**config.mk**
```make
export PLATFORM = sky130hd
export DESIGN_NAME = mq_slot
export DESIGN_NICKNAME = d
export VERILOG_FILES = /design/src/rtl/mq_slot_pkg.sv /design/src/rtl/mq_cmd_decode.sv /design/src/rtl/mq_occupancy.sv /design/src/rtl/mq_entry_store.sv /design/src/rtl/mq_slot.sv
export SDC_FILE = /design/constraint.sdc
export NUM_CORES = 1
export LEC_CHECK = 0
export BUFFER_PORTS_ARGS = -buffer_cell sky130_fd_sc_hd__buf_2
export CAP_MARGIN = 40
export CORE_UTILIZATION = 45
export DETAILED_ROUTE_END_ITERATION = 10
export PLACE_DENSITY = 0.59
export SLEW_MARGIN = 5
export SYNTH_ARGS = -nofsm -noshare
export SYNTH_HDL_FRONTEND = slang
export SYNTH_SLANG_ARGS = --single-unit
```
**constraint.sdc**
```tcl
create_clock -name clk -period 1.6 [get_ports clk]
set_input_delay 0.08 -clock clk [delete_from_list [all_inputs] [get_ports clk]]
set_output_delay 0.08 -clock clk [all_outputs]
set_load 0.03 [all_outputs]
```
**src/rtl/mq_slot_pkg.sv**
```systemverilog
package mq_slot_pkg;

  localparam int CMD_CLAIM_BIT   = 24;
  localparam int CMD_PURGE_BIT   = 25;
  localparam int CMD_READY_BIT   = 26;
  localparam int CMD_DISCARD_BIT = 27;
  localparam int CMD_LEN_W       = 8;

  localparam int ST_FULL_BIT     = 0;
  localparam int ST_EMPTY_BIT    = 1;
  localparam int ST_LOGENT_LSB   = 2;
  localparam int ST_COUNT_LSB    = 8;
  localparam int ST_HLEN_LSB     = 16;
  localparam int ST_LOGWID_LSB   = 28;

  typedef struct packed {
    logic                 claim;
    logic                 purge;
    logic                 ready;
    logic                 discard;
    logic [CMD_LEN_W-1:0] len;
  } mq_cmd_t;

  typedef enum logic [1:0] {
    RSEL_ZERO   = 2'd0,
    RSEL_STATUS = 2'd1,
    RSEL_HDR    = 2'd2,
    RSEL_DATA   = 2'd3
  } mq_rsel_e;

endpackage

```
**src/rtl/mq_cmd_decode.sv**
```systemverilog
module mq_cmd_decode
  import mq_slot_pkg::*;
#(
  parameter int ADDR_W     = 14,
  parameter int LOG2_WORDS = 3,
  parameter int LOG2_HDR   = 1
) (
  input  logic                  wr_en,
  input  logic [ADDR_W-1:0]     addr,
  input  logic [31:0]           wdata,
  output mq_cmd_t               cmd,
  output logic                  data_we,
  output logic                  hdr_we,
  output logic [LOG2_WORDS-1:0] data_idx,
  output logic [LOG2_HDR-1:0]   hdr_idx,
  output mq_rsel_e              rsel
);

  localparam logic [1:0] WIN_REG  = 2'd0;
  localparam logic [1:0] WIN_HDR  = 2'd1;
  localparam logic [1:0] WIN_DATA = 2'd2;

  logic [1:0] win;
  logic       is_reg, is_hdr, is_dat, cmd_wr;
  logic       unused_bits;

  assign unused_bits = ^{addr, wdata};

  always_comb begin
    win    = addr[ADDR_W-1 -: 2];
    is_reg = (win == WIN_REG);
    is_hdr = (win == WIN_HDR);
    is_dat = (win == WIN_DATA);
    cmd_wr = wr_en && is_reg && !addr[2];

    cmd.claim   = cmd_wr && wdata[CMD_CLAIM_BIT];
    cmd.purge   = cmd_wr && wdata[CMD_PURGE_BIT];
    cmd.ready   = cmd_wr && wdata[CMD_READY_BIT];
    cmd.discard = cmd_wr && wdata[CMD_DISCARD_BIT];
    cmd.len     = wdata[CMD_LEN_W-1:0];

    data_we  = wr_en && is_dat;
    hdr_we   = wr_en && is_hdr;
    data_idx = addr[LOG2_WORDS+1:2];
    hdr_idx  = addr[LOG2_HDR+1:2];

    if (is_reg && addr[2])  rsel = RSEL_STATUS;
    else if (is_hdr)        rsel = RSEL_HDR;
    else if (is_dat)        rsel = RSEL_DATA;
    else                    rsel = RSEL_ZERO;
  end

endmodule

```
**src/rtl/mq_occupancy.sv**
```systemverilog
module mq_occupancy
  import mq_slot_pkg::*;
#(
  parameter int LOG2_ENTRIES = 2,
  parameter int LOG2_WORDS   = 3
) (
  input  logic                    clk,
  input  logic                    rst_n,
  input  mq_cmd_t                 cmd,
  output logic [LOG2_ENTRIES-1:0] wr_ptr,
  output logic [LOG2_ENTRIES-1:0] rd_ptr,
  output logic [LOG2_ENTRIES:0]   count,
  output logic                    claimed,
  output logic                    full,
  output logic                    empty,
  output logic [LOG2_WORDS:0]     head_len
);

  localparam int ENTRIES = 1 << LOG2_ENTRIES;
  localparam int WORDS   = 1 << LOG2_WORDS;
  localparam int PW      = LOG2_ENTRIES;
  localparam int CW      = LOG2_ENTRIES + 1;
  localparam int LW      = LOG2_WORDS + 1;

  logic [PW-1:0] wr_q, wr_d, rd_q, rd_d;
  logic [CW-1:0] cnt_q, cnt_d;
  logic          clm_q, clm_d;
  logic          ready_ok, disc_ok, len_we;
  logic [LW-1:0] len_clamped;
  logic [ENTRIES-1:0][LW-1:0] lens;

  assign full  = (cnt_q == CW'(ENTRIES));
  assign empty = (cnt_q == '0);

  always_comb begin
    if ({1'b0, cmd.len} > (CMD_LEN_W+1)'(WORDS)) len_clamped = LW'(WORDS);
    else                                         len_clamped = cmd.len[LW-1:0];

    ready_ok = cmd.ready && clm_q && !full;
    disc_ok  = cmd.discard && !empty;
    len_we   = ready_ok && !cmd.purge;

    wr_d  = wr_q;
    rd_d  = rd_q;
    cnt_d = cnt_q;
    clm_d = clm_q;
    if (cmd.purge) begin
      wr_d  = '0;
      rd_d  = '0;
      cnt_d = '0;
      clm_d = 1'b0;
    end else begin
      wr_d  = wr_q + PW'(ready_ok);
      rd_d  = rd_q + PW'(disc_ok);
      cnt_d = cnt_q + CW'(ready_ok) - CW'(disc_ok);
      if (ready_ok)                clm_d = 1'b0;
      else if (cmd.claim && !full) clm_d = 1'b1;
    end
  end

  always_ff @(posedge clk or negedge rst_n) begin
    if (!rst_n) begin
      wr_q  <= '0;
      rd_q  <= '0;
      cnt_q <= '0;
      clm_q <= 1'b0;
    end else begin
      wr_q  <= wr_d;
      rd_q  <= rd_d;
      cnt_q <= cnt_d;
      clm_q <= clm_d;
    end
  end

  for (genvar e = 0; e < ENTRIES; e++) begin : g_len
    logic [LW-1:0] len_r;
    logic          hit;
    assign hit = len_we && (wr_q == PW'(e));
    always_ff @(posedge clk) begin
      if (hit) len_r <= len_clamped;
    end
    assign lens[e] = len_r;
  end

  assign head_len = empty ? '0 : lens[rd_q];
  assign wr_ptr   = wr_q;
  assign rd_ptr   = rd_q;
  assign count    = cnt_q;
  assign claimed  = clm_q;

endmodule

```
**src/rtl/mq_entry_store.sv**
```systemverilog
module mq_entry_store #(
  parameter int LOG2_ENTRIES = 2,
  parameter int LOG2_WIDTH   = 3
) (
  input  logic                    clk,
  input  logic                    we,
  input  logic [LOG2_ENTRIES-1:0] wptr,
  input  logic [LOG2_WIDTH-1:0]   widx,
  input  logic [31:0]             wdata,
  input  logic [LOG2_ENTRIES-1:0] rptr,
  input  logic [LOG2_WIDTH-1:0]   ridx,
  output logic [31:0]             rdata
);

  localparam int AW    = LOG2_ENTRIES + LOG2_WIDTH;
  localparam int DEPTH = 1 << AW;

  logic [31:0]   mem [DEPTH];
  logic [AW-1:0] waddr, raddr;

  assign waddr = {wptr, widx};
  assign raddr = {rptr, ridx};

  always_ff @(posedge clk) begin
    if (we) mem[waddr] <= wdata;
  end

  assign rdata = mem[raddr];

endmodule

```
**src/rtl/mq_slot.sv**
```systemverilog
module mq_slot
  import mq_slot_pkg::*;
#(
  parameter int ADDR_W       = 14,
  parameter int LOG2_ENTRIES = 2,
  parameter int LOG2_WORDS   = 3,
  parameter int LOG2_HDR     = 1
) (
  input  logic              clk,
  input  logic              rst_n,
  input  logic              bus_wr,
  input  logic              bus_rd,
  input  logic [ADDR_W-1:0] bus_addr,
  input  logic [31:0]       bus_wdata,
  output logic [31:0]       bus_rdata,
  output logic              bus_rvalid
);

  localparam int PW = LOG2_ENTRIES;
  localparam int CW = LOG2_ENTRIES + 1;
  localparam int LW = LOG2_WORDS + 1;

  logic [1:0]            rst_sync_q;
  logic                  rst_core_n;
  mq_cmd_t               cmd;
  logic                  data_we, hdr_we;
  logic [LOG2_WORDS-1:0] data_idx;
  logic [LOG2_HDR-1:0]   hdr_idx;
  mq_rsel_e              rsel;
  logic [PW-1:0]         wr_ptr, rd_ptr;
  logic [CW-1:0]         count;
  logic                  claimed, full, empty;
  logic [LW-1:0]         head_len;
  logic [31:0]           data_rd, hdr_rd, status, rdata_d, rdata_q;
  logic                  rvalid_q;

  always_ff @(posedge clk or negedge rst_n) begin
    if (!rst_n) rst_sync_q <= 2'b00;
    else        rst_sync_q <= {rst_sync_q[0], 1'b1};
  end
  assign rst_core_n = rst_sync_q[1];

  mq_cmd_decode #(
    .ADDR_W(ADDR_W), .LOG2_WORDS(LOG2_WORDS), .LOG2_HDR(LOG2_HDR)
  ) decode_i (
    .wr_en(bus_wr), .addr(bus_addr), .wdata(bus_wdata), .cmd(cmd),
    .data_we(data_we), .hdr_we(hdr_we), .data_idx(data_idx),
    .hdr_idx(hdr_idx), .rsel(rsel)
  );

  mq_occupancy #(
    .LOG2_ENTRIES(LOG2_ENTRIES), .LOG2_WORDS(LOG2_WORDS)
  ) occ_i (
    .clk(clk), .rst_n(rst_core_n), .cmd(cmd), .wr_ptr(wr_ptr),
    .rd_ptr(rd_ptr), .count(count), .claimed(claimed), .full(full),
    .empty(empty), .head_len(head_len)
  );

  mq_entry_store #(
    .LOG2_ENTRIES(LOG2_ENTRIES), .LOG2_WIDTH(LOG2_WORDS)
  ) data_store_i (
    .clk(clk), .we(data_we && claimed), .wptr(wr_ptr), .widx(data_idx),
    .wdata(bus_wdata), .rptr(rd_ptr), .ridx(data_idx), .rdata(data_rd)
  );

  mq_entry_store #(
    .LOG2_ENTRIES(LOG2_ENTRIES), .LOG2_WIDTH(LOG2_HDR)
  ) hdr_store_i (
    .clk(clk), .we(hdr_we && claimed), .wptr(wr_ptr), .widx(hdr_idx),
    .wdata(bus_wdata), .rptr(rd_ptr), .ridx(hdr_idx), .rdata(hdr_rd)
  );

  always_comb begin
    status                    = '0;
    status[ST_FULL_BIT]       = full;
    status[ST_EMPTY_BIT]      = empty;
    status[ST_LOGENT_LSB +: 6] = 6'(LOG2_ENTRIES);
    status[ST_COUNT_LSB +: 8]  = 8'(count);
    status[ST_HLEN_LSB +: 8]   = 8'(head_len);
    status[ST_LOGWID_LSB +: 4] = 4'(LOG2_WORDS);
  end

  always_comb begin
    case (rsel)
      RSEL_STATUS: rdata_d = status;
      RSEL_HDR:    rdata_d = hdr_rd;
      RSEL_DATA:   rdata_d = data_rd;
      default:     rdata_d = '0;
    endcase
  end

  always_ff @(posedge clk or negedge rst_core_n) begin
    if (!rst_core_n) begin
      rdata_q  <= '0;
      rvalid_q <= 1'b0;
    end else begin
      rvalid_q <= bus_rd;
      if (bus_rd) rdata_q <= rdata_d;
    end
  end

  assign bus_rdata  = rdata_q;
  assign bus_rvalid = rvalid_q;

endmodule

```
# Yosys cells after proc, flatten, opt, wreduce, memory -nomap -nowiden
# Memories as Yosys holds them, arrays and structs flattened.
# Index checks and enable logic that the tools add are counted.
dict set report word_totals {
  reg_bits 59
  memories 2
  ram_bits 1280
  elab_cells 74
  in_bits 50
}
# name words width read_ports rd_clocked_by_memory_dff write_ports line_no
set memory_table {}
lappend memory_table {data_store_i.mem 32 32 1 0 1 mq_entry_store.sv:18} ;# logic [31:0] mem [DEPTH];
lappend memory_table {hdr_store_i.mem 8 32 1 0 1 mq_entry_store.sv:18}
dict set report op_classes {
  muxes 18
  addsub 4
  n_eq_ne 9
  order_cmp 2
  n_reduce_logical 28
}
# op n
set ops {}
lappend ops {{case mux 32 bit (3 select lines)} 1}
lappend ops {{logical AND 1 bit} 20}
lappend ops {{two-way mux 4 bit} 3}
lappend ops {{equality test 2 bit, second input constant} 5}
lappend ops {{two-way mux 2 bit} 5}
lappend ops {{binary-select mux 4 bit (select 2 bit)} 1}
lappend ops {{greater-than comparator 8 x 4 -> 1 bit, second input constant} 1}
lappend ops {{two-way mux 1 bit} 7}
lappend ops {{equality test 2 x 1 -> 1 bit, second input constant} 3}
lappend ops {{adder 2 x 1 -> 2 bit} 2}
lappend ops {{logical NOT 1 bit} 4}
lappend ops {{logical NOT 2 bit} 2}
lappend ops {{adder 3 x 1 -> 3 bit} 1}
lappend ops {{equality test 3 bit, second input constant} 1}
lappend ops {{logical NOT 3 bit} 1}
lappend ops {{less-than comparator 2 x 3 -> 1 bit, second input constant} 1}
lappend ops {{two-way mux 3 bit} 1}
lappend ops {{nonzero test 3 bit} 1}
lappend ops {{subtractor 3 x 1 -> 3 bit} 1}

# Longest topological paths before layout
# Gate-level depths: netlist of the first run.
dict set report depth {
  depth_word 9
  ltp_mapped 14
  depth_no_buf 11
}

# Modules after synthesis
# Synthesis of the first run repeated with hierarchy kept, for this count alone.
dict set report hier_totals {
  hier_cells 2870
  area_unflattened_um2 52730.6
}
# module area_each_um2 cells_each n_inst
set modules_own_cells {}
lappend modules_own_cells {{mq_entry_store (data_store_i)} 39844.5 2228 1}
lappend modules_own_cells {{mq_entry_store (hdr_store_i)} 9825.7 383 1}
lappend modules_own_cells {mq_slot 1765.4 162 1}
lappend modules_own_cells {mq_occupancy 1084.8 72 1}
lappend modules_own_cells {mq_cmd_decode 210.2 25 1}

# Worst setup path before layout of the first run
# OpenSTA, ideal clock, no wires.
dict set report synth_timing {
  path_kind {input -> register}
  start {input bus_addr[2]}
  end {memory hdr_store_i.mem[0][0] (enable)}
  slack_ns -2.138
  t_arrival_ns 3.277
  setup_time_ns 0.461
  stages 7
  path_buffers 5
  path_cell_list {buf_6 buf_6 buf_6 buf_6 buf_2 nand4b_1 nor3_1}
}
# element line_no
set synth_rtl {}
lappend synth_rtl {{from (decl)} mq_slot.sv:13} ;# input logic [ADDR_W-1:0] bus_addr,
lappend synth_rtl {{to (decl)} mq_entry_store.sv:18}
# No word-level cell before the write port.

# Worst setup path after layout of the first run
dict set report layout_timing {
  start {memory data_store_i.mem[4][3]}
  end {register rdata_q[3] (netlist: bus_rdata[3])}
}
dict set report layout_via {
  elab_chain_len 2
}
# element line_no
set layout_rtl {}
lappend layout_rtl {{from (decl)} mq_entry_store.sv:18}
lappend layout_rtl {{memory read (32 x 32 bit)} n/a}
lappend layout_rtl {{case mux 32 bit (3 select lines)} mq_slot.sv:84} ;# case (rsel)
lappend layout_rtl {{to (signal assigned)} mq_slot.sv:98} ;# if (bus_rd) rdata_q <= rdata_d;
lappend layout_rtl {{to (decl)} mq_slot.sv:34} ;# logic [31:0] data_rd, hdr_rd, status, rdata_d, rdata_q;
# No other way between the ends.
# A chain may end at the register's enable or synchronous reset.

==> out/results.tsv, run 1 <==
stage	metric	value	unit
setup_path	crit_type	flop to flop	
clock_network	clk_pin_slew	0.06	ns
setup_path	crit_required	2.24	ns
sta	fin_skew	0.0248	ns
detailed_routing	vias	27700	
finish	fin_area	66300	µm²
logic_synthesis	synth_compound_area_share	2.25	%
sta	slew_viol_final	0	
detailed_routing	wire_per_inst	34.6	µm
grt	grt_use_total	25.8	%
clock_network	cts_inserted_buffers	136	
placed_design	gp_congestion	0.811	
finish	area_growth	29.4	%
floorplanning	die_x	339	µm
pwr	p_total	82.9	mW
clock_network	cts_tree	built	
logic_synthesis	yosysTopAreaCell	edfxtp_1	
setup_path	reg2reg_depth	5	
logic_synthesis	synthFlopType	edfxtp_1	
sta	max_freq	0.478	GHz
detailed_routing	dr.pass1.iters	7	
sta	final.period_utilization	131	%
floorplanning	core-area	113000	µm²
setup_path	end_kind	flop	
sta	fin_hold_ws	0.169	ns
logic_synthesis	async_flop_share	3.21	%
detailed_routing	first_iter_violations	3755	
placed_design	dp_cells	4053	
floorplanning	row_count	123	
finish	finalNetCount	2954	
setup_path	cp-start-kind	flop	
placed_design	hpwl	84200	µm
sta	period_minus_slack	2.09	ns
setup_path	timing.rr.start	data_store_i.mem[4][3]	
setup_path	critPathMaxFanout	1	
sta	max_slew.worst_pin.slew	0.844	ns
logic_synthesis	yosys.cell_types.count	54	
logic_synthesis	synthMuxAreaShare	16.3	%
setup_path	crit_arrival	2.73	ns
floorplanning	initial_utilization	45.5	%
logic_synthesis	synth_xor_area_share	0.0854	%
logic_synthesis	yosys.area_share.simple	1.74	%
clock_network	cts_sinks	1339	
sta	max-slew-margin-rel	43.8	%
placed_design	portBuffers	73	
logic_synthesis	synth_area	51300	µm²
logic_synthesis	syn_avg_cell_area	22.7	µm²
grt	gr-total-overflow	0	
finish	drive_gt1_share	43.0	%
clock_network	clk_path_buf_depth	3	
clock_network	root_buffer	clkbuf_16	
run_status	outcome	complete, but fails checks	
detailed_routing	route.detailed.drc	0	
job	cap_violations	0	
clock_network	clk_latency	0.77	ns
floorplanning	dieArea	115000	µm²
logic_synthesis	synth_cells	2258	
logic_synthesis	ys_seq_area_share	78.0	%
sta	finalSetupViolations	1233	
logic_synthesis	synth_fa_ha_area_share	0.186	%
floorplanning	num_io_pins	83	
logic_synthesis	ys_warn_count	0	
logic_synthesis	synth_nets	2315	
sta	hold_viol	0	
pwr	max-vdd-ir-drop	1010	µV
grt	grt_pass1_vias	27500	
setup_path	rrSetupSlack	-0.49	ns
logic_synthesis	yosysTopAreaCellShare	75.9	%
logic_synthesis	synth_top_family_by_area	multiplexers	
detailed_routing	ant_nets	0	
grt	grt_max_degree	42	
grt	antenna_found_initial	8	
detailed_routing	via_per_inst	6.15	
logic_synthesis	ys_top_cells_by_area	edfxtp_1, mux4_2, dfrtp_1	
run_status	violations	negative setup slack	
finish	stdcell_count	4514	
placed_design	dpl_cell_area	57000	µm²
placed_design	preCtsSetupSlack	-0.631	ns
pwr	p_leak	21.8	nW
sta	fin_ws	-0.492	ns
min_path	min_path_type	input pin to async pin	
floorplanning	die_y	339	µm
setup_path	rr_endpoint	bus_rdata[3]	
clock_network	htreeDepth	4	
logic_synthesis	synth_edf_count	1296	
grt	grt_pass1_wl	207000	µm
sta	rsz0062_at_grt	true	
logic_synthesis	synth_seq_cells	1339	
pwr	p_per_area	1250	nW/µm²
detailed_routing	routed_wl	156000	µm
## repair_timing
item                       4_1_cts  5_1_grt
hold buffers                    39        0
hold endpoints to repair      1270        0
buffers inserted                96       31
resized for setup              280      165
pin swaps                       52       64
cloned                          40       36
setup endpoints to repair     1078     1298
## how the worst max path moves through the flow
stage | startpoint | end | slack [ns]
6_report | data_store_i.mem[4][3] | bus_rdata[3] | -0.49
5_1_grt | data_store_i.mem[4][3] | bus_rdata[3] | -0.53
4_1_cts | data_store_i.mem[6][3] | bus_rdata[3] | -0.51
3_5_place_dp | bus_addr[2] | bus_rdata[3] | -0.63
3_3_place_gp | bus_addr[2] | bus_rdata[3] | -0.65
2_1_floorplan | bus_addr[2] | data_store_i.mem[10][0] | -0.85
## area by class of cell
| type | instances | area [µm²] |
|---|---|---|
| flip-flops and latches | 1339 | 40000 |
| repair buffers | 619 | 8200 |
| well taps | 1500 | 1880 |
| fillers | 7916 | 46400 |
| inverters | 8 | 45.0 |
| clock buffers | 177 | 3660 |
| clock inverters | 75 | 686 |
| diodes | 3 | 7.51 |
| multi-input cells | 793 | 11800 |
## cell families (layout without fill, tap and decap cells)
group | Yosys count | in the layout
XOR/XNOR | 5 | 5
AO/OA/AOI/OAI | 153 | 153
multiplexers | 433 | 433
flip-flops | 1339 | 1339
adder cells (fa/ha/maj) | 7 | 7
AND/OR/NAND/NOR | 194 | 194
buffers and inverters | 126 | 879
other | 1 | 4
## state kept, by name, summed over array words and instances, names as in the netlist
| name | cells |
|---|---|
| occ_i.wr_ptr | 2 |
| occ_i.count | 3 |
| bus_rvalid | 1 |
| rst_sync_q | 2 |
| hdr_store_i.mem | 256 |
| occ_i.claimed | 1 |
| data_store_i.mem | 1024 |
| occ_i.g_len.len_r | 16 |
| occ_i.rd_ptr | 2 |
| bus_rdata | 32 |
## metal layers
metal  vias to the layer above  GRT usage, %  wire (µm)
met4                         8          9.07       5390
li1                      10900             -          -
met2                      1502          41.7      75100
met5                         -             0         49
met1                     15000          35.7      61000
met3                       266          4.33      14500
## placed cells by master, fill, tap and decap left out, drive strengths merged, types with 39 or more instances in the layout
cell type / synthesis / routed
edfxtp: 1296 / 1296
mux4: 322 / 322
clkinv: 0 / 55
dlygate4sd3: 0 / 39
nand2: 53 / 53
mux2i: 106 / 106
nor2: 78 / 78
clkbuf: 42 / 207
dfrtp: 43 / 43
buf: 76 / 547
## worst max-delay path, stage by stage, from the launching register on
cell and delay (ns):
edfxtp_1 0.39, mux4_2 0.49, mux4_2 0.49, o211ai_1 0.34, buf_4 0.22, nand2_2 0.05
## Yosys cell counts (all sizes together), types with 11 or more instances
master and number:
nand2 53, o2111ai 11, nor2 78, a22oi 21
a221o 20, edfxtp 1296, mux4 322, buf 76
o221ai 22, a21oi 30, mux2i 106, dfrtp 43
clkbuf 42
## per-stage QoR
step / TNS (ns) / utilization [%]
after global placement: -370.52 / 50.6
after detailed placement: -364.20 / 50.6
after global routing: -323.00 / 58.8
after floorplan: -933.00 / -
after CTS: -260.10 / 57.6
final: -261.38 / 58.9
## power breakdown
part | internal [mW] | total (mW) | switching [mW] | leakage (nW)
registers | 38.9 | 39.3 | 0.448 | 12.2
logic | 5.79 | 12.5 | 6.74 | 7.51
clock network | 17.5 | 31.1 | 13.6 | 2.11
Power figures use the tool's default switching activity.
==> inputs of run 2 (changes only) <==
--- a/config.mk
+++ b/config.mk
@@ -7,10 +7,11 @@
 export LEC_CHECK = 0
 export BUFFER_PORTS_ARGS = -buffer_cell sky130_fd_sc_hd__buf_2
 export CAP_MARGIN = 40
-export CORE_UTILIZATION = 45
+export CORE_UTILIZATION = 30
 export DETAILED_ROUTE_END_ITERATION = 10
-export PLACE_DENSITY = 0.59
+export PLACE_DENSITY = 0.43
 export SLEW_MARGIN = 5
 export SYNTH_ARGS = -nofsm -noshare
 export SYNTH_HDL_FRONTEND = slang
 export SYNTH_SLANG_ARGS = --single-unit
+export TNS_END_PERCENT = 30
==> out/results.tsv, run 2 (synthesized netlist as in run 1, its figures left out) <==
stage	metric	value	unit	change
setup_path	end_kind	flop		
placed_design	gp_congestion	0.765		-5.7%
finish	area_growth	30.4	%	
grt	grt_pass1_wl	220000	µm	+6.2%
clock_network	clk_path_buf_depth	3		unchanged
sta	fin_skew	0.0238	ns	-0.00104 ns
clock_network	clk_pin_slew	0.06	ns	about the same
floorplanning	initial_utilization	30.2	%	-15 points
sta	period_minus_slack	2.05	ns	-0.0454 ns
setup_path	rr_endpoint	bus_rdata[11]		
floorplanning	die_x	415	µm	+22%
setup_path	crit_required	2.26	ns	+0.02 ns
pwr	max-vdd-ir-drop	1150	µV	+13%
setup_path	rrSetupSlack	-0.45	ns	+0.05 ns
setup_path	path_cells	buf_12 > clkinv_8 > buf_12 > buf_12 > buf_12 > mux2i_2 > a22oi_2 > a221o_1		
clock_network	root_buffer	clkbuf_16		
sta	hold_viol	0		unchanged
sta	fin_hold_ws	0.135	ns	-0.0345 ns
floorplanning	num_io_pins	83		unchanged
setup_path	crit_arrival	2.71	ns	-0.02 ns
finish	layout_common_cells	edfxtp_1, mux4_2, buf_4		
grt	grt_pass1_vias	27800		+1.2%
setup_path	critPathMaxFanout	8		+7
sta	max-slew-margin-rel	47.4	%	+3.7 points
grt	grt_use_total	18.4	%	-7.4 points
job	cap_violations	0		unchanged
clock_network	clk_latency	0.79	ns	+0.02 ns
floorplanning	dieArea	172000	µm²	+50%
floorplanning	core-area	169000	µm²	+50%
detailed_routing	via_per_inst	5.04		-18%
grt	grt_max_degree	41		-2.4%
setup_path	cpPeakStageDelay	0.55	ns	+0.06 ns
clock_network	htreeDepth	4		unchanged
min_path	holdPathStages	5		
detailed_routing	ant_nets	0		unchanged
run_status	violations	negative setup slack		
clock_network	cts_sinks	1339		unchanged
setup_path	crit_top_cell	buf_12		
sta	slew_viol_final	0		unchanged
min_path	holdPathEnd	bus_rdata[7]		
grt	gr-total-overflow	0		unchanged
min_path	hp-start	bus_addr[3]		
finish	drive_gt1_share	42.4	%	-0.64 points
finish	stdcell_count	5235		+16%
min_path	min_path_type	input pin to flop		
clock_network	cts_tree	built		
placed_design	portBuffers	73		unchanged
setup_path	cp-start-kind	flop		
sta	final.period_utilization	128	%	-2.8 points
clock_network	cts_inserted_buffers	143		+5.1%
setup_path	reg2reg_depth	8		+3
sta	rsz0062_at_grt	true		
detailed_routing	vias	26400		-4.8%
detailed_routing	route.detailed.drc	0		unchanged
detailed_routing	dr.pass1.iters	5		-2
finish	largest_reg_flops	1024		unchanged
floorplanning	row_count	151		+23%
pwr	p_per_area	1270	nW/µm²	+1.6%
setup_path	crit_type	flop to flop		
setup_path	crit_slowest_cell	dfrtp_4		
sta	max_slew.worst_pin.slew	0.789	ns	-0.0549 ns
placed_design	dp_cells	4814		+19%
sta	max_freq	0.489	GHz	+2.2%
sta	finalSetupViolations	1264		+2.5%
sta	fin_ws	-0.446	ns	+0.0454 ns
detailed_routing	wire_per_inst	30.7	µm	-11%
finish	regMostFlops	data_store_i.mem		
finish	finalNetCount	2956		+0.068%
grt	antenna_found_initial	8		unchanged
setup_path	timing.rr.start	occ_i.rd_ptr[0]		
floorplanning	die_y	415	µm	+22%
run_status	outcome	complete, but fails checks		
detailed_routing	first_iter_violations	2222		-41%
pwr	p_leak	21.7	nW	-0.47%
placed_design	hpwl	95500	µm	+13%
placed_design	preCtsSetupSlack	-0.858	ns	-0.227 ns
finish	layout_commonest_cell	edfxtp_1		
detailed_routing	routed_wl	161000	µm	+2.9%
[run 2: worst max path at each step]
stage                    start                       to  slack, ns  cells past startpoint
6_report       occ_i.rd_ptr[0]            bus_rdata[11]      -0.45                      8
5_1_grt        occ_i.rd_ptr[0]            bus_rdata[10]      -0.47                      9
4_1_cts        occ_i.rd_ptr[0]            bus_rdata[11]      -0.46                      8
3_5_place_dp       bus_addr[2]            bus_rdata[31]      -0.86                      7
3_3_place_gp       bus_addr[2]            bus_rdata[31]      -0.85                      7
2_1_floorplan      bus_addr[2]  data_store_i.mem[10][0]      -0.85                      7
[run 2: power breakdown]
| part | internal (mW) | switching (mW) | total (mW) | leakage (nW) |
|---|---|---|---|---|
| combinational | 5.70 | 6.68 | 12.4 | 7.25 |
| sequential | 38.9 | 0.518 | 39.4 | 12.2 |
| clock | 19.4 | 13.8 | 33.2 | 2.28 |
| total | 64.0 | 21.0 | 85.0 | 21.7 |
[run 2: critical path: cells and delay by family (launching register included)]
family                 cells  cell delay, ns
buffers and inverters      5            0.61
AO/OA/AOI/OAI              2            0.52
multiplexers               1            0.21
flip-flops                 1            0.55
[run 2: timing repair]
item,in CTS,in global routing
gates cloned,32,14
setup buffers,71,21
setup endpoints to repair,1213,1336
endpoints found under the hold margin,1294,0
hold buffers,38,0
resized for setup,198,120
pin swaps,46,45
[run 2: per-stage QoR]
step	area (µm²)	TNS [ns]	power [mW]	util, %
finish	66900	-197.33	85.0	39.4
global placement	58500	-583.13	50.3	34.5
floorplan	51600	-933.00	44.7	-
detailed placement	58500	-588.81	50.4	34.5
global route	66900	-252.26	87.5	39.4
CTS	66000	-239.58	85.1	39.0
[run 2: per-layer routing]
layer	routed length, µm	vias up	GRT usage, %	share of wire, %
met3	6820	169	2.39	4.2
li1	-	10900	-	-
met4	3630	0	5.23	2.3
met5	0	-	0	0
met2	78800	657	30.7	49
met1	71400	14600	25.1	44
[run 2: cell type report]
cell class / instances / area [µm²]
Multi-Input combinational cell: 793 / 11700
Sequential cell: 1339 / 40000
Tap cell: 2218 / 2780
Clock inverter: 71 / 773
Inverter: 8 / 42.5
Fill cell: 15000 / 103000
Antenna cell: 3 / 7.51
Timing Repair Buffer: 614 / 7630
Clock buffer: 189 / 3880
